==> src/rtl/obx_pkg.sv <==
package obx_pkg;

    localparam int SIZE_W        = 6;
    localparam int TTYPE_W       = 4;
    localparam int TC_W          = 3;
    localparam int MIN_SIZE_CODE = 11;

    // register selector on the configuration port
    typedef enum logic [1:0] {
        SEL_XLAT = 2'd0,
        SEL_BASE = 2'd1,
        SEL_ATTR = 2'd2
    } cfg_sel_e;

    typedef struct packed {
        logic [SIZE_W-1:0]  size;
        logic [TTYPE_W-1:0] wtt;
        logic [TTYPE_W-1:0] rtt;
        logic [TC_W-1:0]    tc;
        logic               ns;
        logic               ro;
        logic               en;
    } attr_t;

    // attribute word: [0] en, [1] ro, [2] ns, [6:4] tc, [11:8] rtt,
    // [15:12] wtt, [21:16] size code
    function automatic attr_t unpack_attr(input logic [21:0] w);
        attr_t a;
        a.en   = w[0];
        a.ro   = w[1];
        a.ns   = w[2];
        a.tc   = w[6:4];
        a.rtt  = w[11:8];
        a.wtt  = w[15:12];
        a.size = w[21:16];
        return a;
    endfunction

endpackage

==> src/rtl/obx_regs.sv <==
module obx_regs
    import obx_pkg::*;
#(
    parameter int ADDR_W = 32,
    parameter int NWIN   = 4
) (
    input  logic                       clk,
    input  logic                       rst,
    input  logic                       we,
    input  logic [$clog2(NWIN+1)-1:0]  win,
    input  logic [1:0]                 sel,
    input  logic [ADDR_W-1:0]          data,
    output logic [ADDR_W-1:0]          xlat_o [NWIN+1],
    output logic [ADDR_W-1:0]          base_o [NWIN+1],
    output attr_t                      attr_o [NWIN+1]
);

    always_ff @(posedge clk) begin
        if (rst) begin
            for (int i = 0; i <= NWIN; i++) begin
                xlat_o[i] <= '0;
                base_o[i] <= '0;
                attr_o[i] <= '0;
            end
        end else if (we) begin
            for (int i = 0; i <= NWIN; i++) begin
                if (int'(win) == i) begin
                    unique case (cfg_sel_e'(sel))
                        SEL_XLAT: xlat_o[i] <= data;
                        // the default window owns no base register
                        SEL_BASE: if (i != 0) base_o[i] <= data;
                        SEL_ATTR: attr_o[i] <= unpack_attr(data[21:0]);
                        default:  ;
                    endcase
                end
            end
        end
    end

endmodule

==> src/rtl/obx_win_match.sv <==
module obx_win_match
    import obx_pkg::*;
#(
    parameter int ADDR_W     = 32,
    parameter bit IS_DEFAULT = 1'b0
) (
    input  logic [ADDR_W-1:0] addr,
    input  logic [ADDR_W-1:0] base,
    input  attr_t             attr,
    output logic              hit,
    output logic [ADDR_W-1:0] keep_mask
);

    logic size_ok;
    logic base_eq;

    // size code N keeps offset bits N..0; codes past the width saturate
    always_comb begin
        for (int i = 0; i < ADDR_W; i++) begin
            keep_mask[i] = (i <= int'(attr.size));
        end
    end

    assign size_ok = (attr.size >= SIZE_W'(MIN_SIZE_CODE));

    generate
        if (IS_DEFAULT) begin : g_dflt
            assign base_eq = 1'b1;
        end else begin : g_num
            assign base_eq = (((addr ^ base) & ~keep_mask) == '0);
        end
    endgenerate

    assign hit = attr.en && size_ok && base_eq;

endmodule

==> src/rtl/obx_select.sv <==
module obx_select #(
    parameter int NWIN = 4
) (
    input  logic [NWIN:0]               hit,
    output logic                        found,
    output logic [$clog2(NWIN+1)-1:0]   sel
);

    localparam int WIN_W = $clog2(NWIN + 1);

    // scan from the highest index down so the lowest numbered hit lands last
    always_comb begin
        found = hit[0];
        sel   = '0;
        for (int i = NWIN; i >= 1; i--) begin
            if (hit[i]) begin
                found = 1'b1;
                sel   = WIN_W'(i);
            end
        end
    end

endmodule

==> src/rtl/obx_xlate.sv <==
module obx_xlate
    import obx_pkg::*;
#(
    parameter int ADDR_W = 32,
    parameter int NWIN   = 4
) (
    input  logic                       clk,
    input  logic                       rst,
    input  logic                       cfg_we,
    input  logic [$clog2(NWIN+1)-1:0]  cfg_win,
    input  logic [1:0]                 cfg_sel,
    input  logic [ADDR_W-1:0]          cfg_data,
    input  logic                       lk_valid,
    input  logic                       lk_write,
    input  logic [ADDR_W-1:0]          lk_addr,
    output logic                       rsp_valid,
    output logic                       rsp_miss,
    output logic [$clog2(NWIN+1)-1:0]  rsp_win,
    output logic [ADDR_W-1:0]          rsp_addr,
    output logic [3:0]                 rsp_ttype,
    output logic [2:0]                 rsp_tc,
    output logic                       rsp_ro,
    output logic                       rsp_ns
);

    localparam int WIN_W = $clog2(NWIN + 1);

    logic [ADDR_W-1:0] xlat_q [NWIN+1];
    logic [ADDR_W-1:0] base_q [NWIN+1];
    attr_t             attr_q [NWIN+1];
    logic [ADDR_W-1:0] mask_w [NWIN+1];
    logic [NWIN:0]     hit_w;
    logic              found;
    logic [WIN_W-1:0]  sel;

    attr_t             sel_attr;
    logic [ADDR_W-1:0] sel_mask;
    logic [ADDR_W-1:0] sel_xlat;

    obx_regs #(.ADDR_W(ADDR_W), .NWIN(NWIN)) u_regs (
        .clk    (clk),
        .rst    (rst),
        .we     (cfg_we),
        .win    (cfg_win),
        .sel    (cfg_sel),
        .data   (cfg_data),
        .xlat_o (xlat_q),
        .base_o (base_q),
        .attr_o (attr_q)
    );

    generate
        for (genvar w = 0; w <= NWIN; w++) begin : g_win
            obx_win_match #(.ADDR_W(ADDR_W), .IS_DEFAULT(w == 0)) u_match (
                .addr      (lk_addr),
                .base      (base_q[w]),
                .attr      (attr_q[w]),
                .hit       (hit_w[w]),
                .keep_mask (mask_w[w])
            );
        end
    endgenerate

    obx_select #(.NWIN(NWIN)) u_sel (
        .hit   (hit_w),
        .found (found),
        .sel   (sel)
    );

    always_comb begin
        sel_attr = attr_q[0];
        sel_mask = mask_w[0];
        sel_xlat = xlat_q[0];
        for (int i = 1; i <= NWIN; i++) begin
            if (int'(sel) == i) begin
                sel_attr = attr_q[i];
                sel_mask = mask_w[i];
                sel_xlat = xlat_q[i];
            end
        end
    end

    always_ff @(posedge clk) begin
        if (rst) begin
            rsp_valid <= 1'b0;
            rsp_miss  <= 1'b0;
            rsp_win   <= '0;
            rsp_addr  <= '0;
            rsp_ttype <= '0;
            rsp_tc    <= '0;
            rsp_ro    <= 1'b0;
            rsp_ns    <= 1'b0;
        end else begin
            rsp_valid <= lk_valid;
            if (lk_valid) begin
                if (found) begin
                    rsp_miss  <= 1'b0;
                    rsp_win   <= sel;
                    rsp_addr  <= (sel_xlat & ~sel_mask) | (lk_addr & sel_mask);
                    rsp_ttype <= lk_write ? sel_attr.wtt : sel_attr.rtt;
                    rsp_tc    <= sel_attr.tc;
                    rsp_ro    <= sel_attr.ro;
                    rsp_ns    <= sel_attr.ns;
                end else begin
                    rsp_miss  <= 1'b1;
                    rsp_win   <= '0;
                    rsp_addr  <= '0;
                    rsp_ttype <= '0;
                    rsp_tc    <= '0;
                    rsp_ro    <= 1'b0;
                    rsp_ns    <= 1'b0;
                end
            end
        end
    end

endmodule

==> config.mk <==
export PLATFORM = sky130hd
export DESIGN_NAME = obx_xlate
export DESIGN_NICKNAME = d
export VERILOG_FILES = /design/src/rtl/obx_pkg.sv /design/src/rtl/obx_regs.sv /design/src/rtl/obx_win_match.sv /design/src/rtl/obx_select.sv /design/src/rtl/obx_xlate.sv
export SDC_FILE = /design/constraint.sdc
export NUM_CORES = 1
export LEC_CHECK = 0
export ABC_AREA = 0
export BUFFER_PORTS_ARGS = -buffer_cell sky130_fd_sc_hd__buf_4
export CELL_PAD_IN_SITES_DETAIL_PLACEMENT = 2
export CELL_PAD_IN_SITES_GLOBAL_PLACEMENT = 2
export CORE_UTILIZATION = 35
export DETAILED_ROUTE_END_ITERATION = 10
export PLACE_DENSITY_LB_ADDON = 0.1
export SYNTH_ARGS = -nofsm -noshare
export SYNTH_HDL_FRONTEND = slang
export SYNTH_SLANG_ARGS = --single-unit
==> constraint.sdc <==
create_clock -name clk -period 4.8 [get_ports clk]
set_input_delay 0.72 -clock clk [delete_from_list [all_inputs] [get_ports clk]]
set_output_delay 0.72 -clock clk [all_outputs]
set_load 0.02 [all_outputs]
; Word-level counts from Yosys, hierarchy flattened
; Index checks and enable logic that the tools add are counted.
[op_classes]
order_cmp = 160
n_eq_ne = 10
mux = 28
bitwise_logic = 16
reduce_logical = 29
[op_table]
columns = operator, count
row1 = $le 5x6->1 const A, 80
row2 = $mux 32, 9
row3 = $le 4x6->1 const A, 40
row4 = $and 32x32->32, 6
row5 = $not 32->32, 5
row6 = $logic_not 32->1, 4
row7 = $xor 32x32->32, 4
row8 = $le 3x6->1 const A, 20
row9 = $le 2x6->1 const A, 10
row10 = $mux 14, 4
row11 = $reduce_and 3->1, 14
row12 = $or 32x32->32, 1
row13 = $ge 6x4->1 const B, 5
row14 = $le 1x6->1 const A, 5
row15 = $eq 3x3->1 const B, 6
row16 = $mux 3, 6
row17 = $logic_and 1x1->1, 9
row18 = $mux 4, 2
row19 = $mux 1, 7
row20 = $eq 3x2->1 const B, 2
row21 = $logic_not 3->1, 1
row22 = $eq 2x1->1 const B, 1
row23 = $eq 2x2->1 const B, 1
row24 = $logic_not 2->1, 1
[word_totals]
inputBits = 74
reg_bits = 434
output_inout_bits = 46
wordCells = 295

; Logic depth before layout (Yosys ltp)
[depth]
depth_word = 18
ltp_mapped = 15

; Modules after synthesis
; Synthesis repeated with hierarchy kept, for this count alone.
[unflattened]
hier_cells = 2726
hier_area_um2 = 24866.3
[by_module_without_submodules]
columns = module, seq_area_each_um2, area_each_um2, n_inst, cells_each
row1 = obx_regs, 7767.4, 15180.8, 1, 1373
row2 = obx_xlate, 920.9, 6246.0, 1, 800
row3 = obx_win_match (g_win[1].u_match ...), 0.0, 758.2, 4, 120
row4 = obx_win_match (g_win[0].u_match), 0.0, 362.8, 1, 65
row5 = obx_select, 0.0, 43.8, 1, 8

; Least setup slack after synthesis
; Ideal clock, no wire load.
[synth_timing]
path_type = in2reg
from = input port lk_addr[28]
to = register rsp_addr[17]
t_arrival_ps = 3169
slack_ps = 1509
cell_stages = 13
cell_sequence = clkbuf_1 -> xor2_1 -> a31oi_1 -> a211oi_1 -> or4_4 -> or3_4 -> buf_4 -> buf_2 -> nand3_1 -> nand4_1 -> a32oi_1 -> mux2i_1 -> a221o_1
[synth_via]
elab_chain_len = 17
[synth_rtl]
columns = item, line
row1 = start: declaration, obx_xlate.sv:15  ; input logic [ADDR_W-1:0] lk_addr,
row2 = $xor 32x32->32, obx_win_match.sv:30  ; assign base_eq = (((addr ^ base) & ~keep_mask) == '0);
row3 = $and 32x32->32, obx_win_match.sv:30
row4 = $logic_not 32->1, obx_win_match.sv:30
row5 = $logic_and 1x1->1, obx_win_match.sv:34  ; assign hit = attr.en && size_ok && base_eq;
row6 = $mux 3 (4 in series), obx_select.sv:16  ; if (hit[i]) begin
row7 = $eq 3x2->1, obx_xlate.sv:75  ; if (int'(sel) == i) begin
row8 = $mux 32 (4 in series), obx_xlate.sv:75
row9 = $not 32->32, obx_xlate.sv:99  ; rsp_addr <= (sel_xlat & ~sel_mask) | (lk_addr & sel_mask);
row10 = $and 32x32->32, obx_xlate.sv:99
row11 = $or 32x32->32, obx_xlate.sv:99
row12 = $mux 32 (*), obx_xlate.sv:96  ; if (found) begin
row13 = end signal: assignment, obx_xlate.sv:99
row14 = end: declaration, obx_xlate.sv:19  ; output logic [ADDR_W-1:0] rsp_addr,
; Mark *: on every way between the ends. The rest lies on a longest branch, timed or not.
; A chain may end at the register's enable or synchronous reset.

; Final worst setup path
[layout_timing]
from = register u_regs.attr_o[37] in the netlist's numbering
to = register rsp_addr[17]
[layout_via]
elab_chain_len = 17
[layout_rtl]
columns = item, line
row1 = start: declaration, obx_regs.sv:15  ; output attr_t attr_o [NWIN+1]
row2 = start signal: indexed assignment, obx_regs.sv:32  ; SEL_ATTR: attr_o[i] <= unpack_attr(data[21:0]);
row3 = $le 1x6->1 (tied with other cells), obx_win_match.sv:20  ; keep_mask[i] = (i <= int'(attr.size));
row4 = $not 32->32, obx_win_match.sv:30
row5 = $and 32x32->32, obx_win_match.sv:30
row6 = $logic_not 32->1, obx_win_match.sv:30
row7 = $logic_and 1x1->1, obx_win_match.sv:34
row8 = $mux 3 (3 in series), obx_select.sv:16
row9 = $eq 3x2->1, obx_xlate.sv:75
row10 = $mux 32 (4 in series), obx_xlate.sv:75
row11 = $not 32->32, obx_xlate.sv:99
row12 = $and 32x32->32, obx_xlate.sv:99
row13 = $or 32x32->32, obx_xlate.sv:99
row14 = $mux 32 (*), obx_xlate.sv:96
; Marks and branches as above.

==> run summary <==
Core ar. - 49200 sq um
Synth Area per Inst - 7.41 sq um
CP max FO - 18
ANT nets after route - 0
Clock network fraction of total power - 51.0%
Final Cycle Share - 91.7%
First-pass GRT wire length - 125 mm
Most frequent cells after synthesis - nand2_1 (714), a21oi_1 (367), dfxtp_1 (349)
Headroom to the max-slew limit - 8.65%
Largest cells by area after synthesis - dfxtp_1 (40%), nand2_1 (15%), a21oi_1 (11%)
Compound-cell area share of the yosys netlist - 25.3%
Multiplexer share of the synthesized area - 1.10%
RSZ-0062 raised after global routing - false
Final hold vios - 0
Comb pwr share - 6.3%
CP Launch Type - flop
Post-layout nets - 2393
Synthesized cell area - 17500 sq um
Num CTS Buffers - 43
CTS HTree Levels - 2
Io pins - 120
Reg-to-reg setup timing slack - 0.40 ns
Final setup violation count - 0
Initial antenna violation count - 0
Reg2Reg Capture Point - rsp_addr[17]
Sequential cell area fraction in the yosys report - 40.0%
# rows - 81
Hold Path Cell Cnt - 3
Routed len/inst - 28.5 um
Vias in the first global route - 18400
Clk root buf - clkbuf_16
Sequential power share - 42.7%
Internal Power - 5160 uW
Post-DP HPWL - 60.0 mm
Ant. Diodes - 0
DR pass1 iterations - 5
Total routed wirelength - 85.9 mm
Initial Util - 35.6%
Post-synth top area cell - dfxtp_1
Worst r2r path cells - 12
Synthesized net count - 2432
Worst setup EP type - flop
Vias - 17900
Fmax - 0.227 GHz
Min-delay src - lk_addr[0]
Share of layout cells above drive strength 1 - 12.8%
CTS Hold Bufs - 0
DIE AREA - 50900 sq um
Power Dens Cells - 342 nW/um^2
Register Area - 6990 sq um
Post-synth ARST share - 0%
NetSw - 1710 uW
Synth warnings - 0
Global route overflow - 0
Post-cts resize count - 0
GPL Wtd Cong - 0.973
Clock transition at path regs - 0.06 ns
Cell count after synthesis - 2358
Fin area - 20100 sq um
Largest family of logic cells by synthesized area - compound AO/OA/AOI/OAI gates
Synth Area in XOR/XNOR - 5.06%
Multi-input gate area - 9380 sq um
Synth-to-Final Area Change - 14.9%
Die X - 226 um
Fill cells - 5613
Die Ht - 226 um
Static Leak - 0.00705 uW
Final min period - 4.40 ns
Top FF cell, synth - dfxtp_1
GRT Total Usage - 33.7%
Seq cells post-synth - 349
Most common cell in the netlist - nand2_1
Placed Area - 18600 sq um
Least-Margin Pin Slew - 1.37 ns
Max Clock Skew - 0.0213 ns
IO Port Bufs - 118
R2R Path Start - u_regs.attr_o[37]
CP Class - flop to flop
Max cap viols - 0
Largest net degree at the start of global routing - 190
Simple-gate area share of the yosys netlist - 22.0%
EDFF count, synth - 0
Critical path arrival - 4.87 ns
Worst Path Required - 5.27 ns
Clock sinks - 349
CTS tree - done
Vias per cell - 5.94
Hold EP - rsp_addr[0]
Synth Area in Adders - 0%
Worst-Skew Late Latency - 0.58 ns
DRC viols - 0
DR iter-0 viols - 1407
IR Drop Worst-Case VDD - 0.221 mV
Distinct cell type count after synthesis - 87
Outcome - finished, final reports clean
Final Slew Violations - 0
Setup TNS - 0 ns
Post-CTS setup buffer count - 0
HP Class - input port to flop
Switch share - 24.9%
Yosys top cell area share - 40.0%
CTS Buffer Depth - 3
logic make-up after synthesis:
family / after synthesis
multiplexers: 19
AND/OR/NAND/NOR: 915
flip-flops: 349
AO/OA/AOI/OAI: 702
buffers and inverters: 272
XOR/XNOR: 101
area by class of cell:
cell class / instances / area share [%]
clock buffers: 62 / 6.16
multi-input cells: 1737 / 46.7
flip-flops and latches: 349 / 34.8
well taps: 664 / 4.13
inverters: 9 / 0.168
clock inverters: 15 / 1.25
repair buffers: 179 / 6.85
routing by layer:
layer | GRT usage [%] | share of wire [%] | vias up
li1 | - | - | 7982
met1 | 45.2 | 44 | 9224
met2 | 55.1 | 46 | 552
met3 | 3.48 | 5.3 | 140
met4 | 13.9 | 4.2 | 0
met5 | 0 | 0 | -
through the flow:
stage / std cells / utilization [%] / setup slack, ns / hold slack (ns) / total power (uW)
after floorplan: 2358 / - / 1.51 / 0.431 / 3210
after global placement: 2938 / 37.9 / 0.618 / 0.438 / 3410
after detailed placement: 2938 / 37.9 / 0.544 / 0.447 / 3420
after CTS: 3015 / 40.9 / 0.531 / 0.363 / 6920
after global routing: 3015 / 40.9 / 0.392 / 0.408 / 7050
final: 3015 / 40.9 / 0.397 / 0.384 / 6870
critical path, stage by stage, from the launching register on:
cell	delay, ns
dfxtp_1	0.72
nand2_1	0.24
o21ai_1	0.24
buf_4	0.19
a2bb2oi_1	0.22
nand4_1	0.23
or3_1	0.47
buf_4	0.24
nor2_2	0.60
a22oi_1	0.15
o211ai_1	0.49
mux2i_1	0.15
a221o_1	0.34
state kept, by name, indices dropped and copies added (netlist names):
register	cells
rsp_tc	3
rsp_miss	1
u_regs.base_o	101
u_regs.xlat_o	102
rsp_ns	1
rsp_win	3
rsp_valid	1
rsp_addr	32
rsp_ro	1
u_regs.attr_o	100
rsp_ttype	4
worst max-delay path by stage:
stage / startpoint / end / slack, ns / cells after the start
detailed placement: u_regs.attr_o[37] / rsp_addr[17] / 0.54 / 12
floorplan: lk_addr[28] / rsp_addr[17] / 1.51 / 13
global route: u_regs.attr_o[37] / rsp_addr[17] / 0.39 / 12
global placement: u_regs.attr_o[37] / rsp_addr[17] / 0.62 / 12
finish: u_regs.attr_o[37] / rsp_addr[17] / 0.40 / 12
CTS: u_regs.attr_o[37] / rsp_addr[17] / 0.53 / 12
power by group through the flow:
stage          logic [uW]  clock network (uW)  registers (uW)
2_1_floorplan         217                   0            2990
3_3_place_gp          416                   0            3000
3_5_place_dp          423                   0            3000
4_1_cts               426                3560            2930
5_1_grt               446                3670            2940
6_report              431                3500            2930
cells in the final DEF, fill, tap and decap left out, types with 43 or more instances in the layout:
master,netlist,final
a21oi_1,367,367
dfxtp_1,349,349
xnor2_1,58,58
xor2_1,43,43
o21ai_0,59,59
buf_4,11,176
a22oi_1,47,47
clkbuf_16,0,43
nor2_1,59,54
nand2_1,714,714
Power figures use the tool's default switching activity.
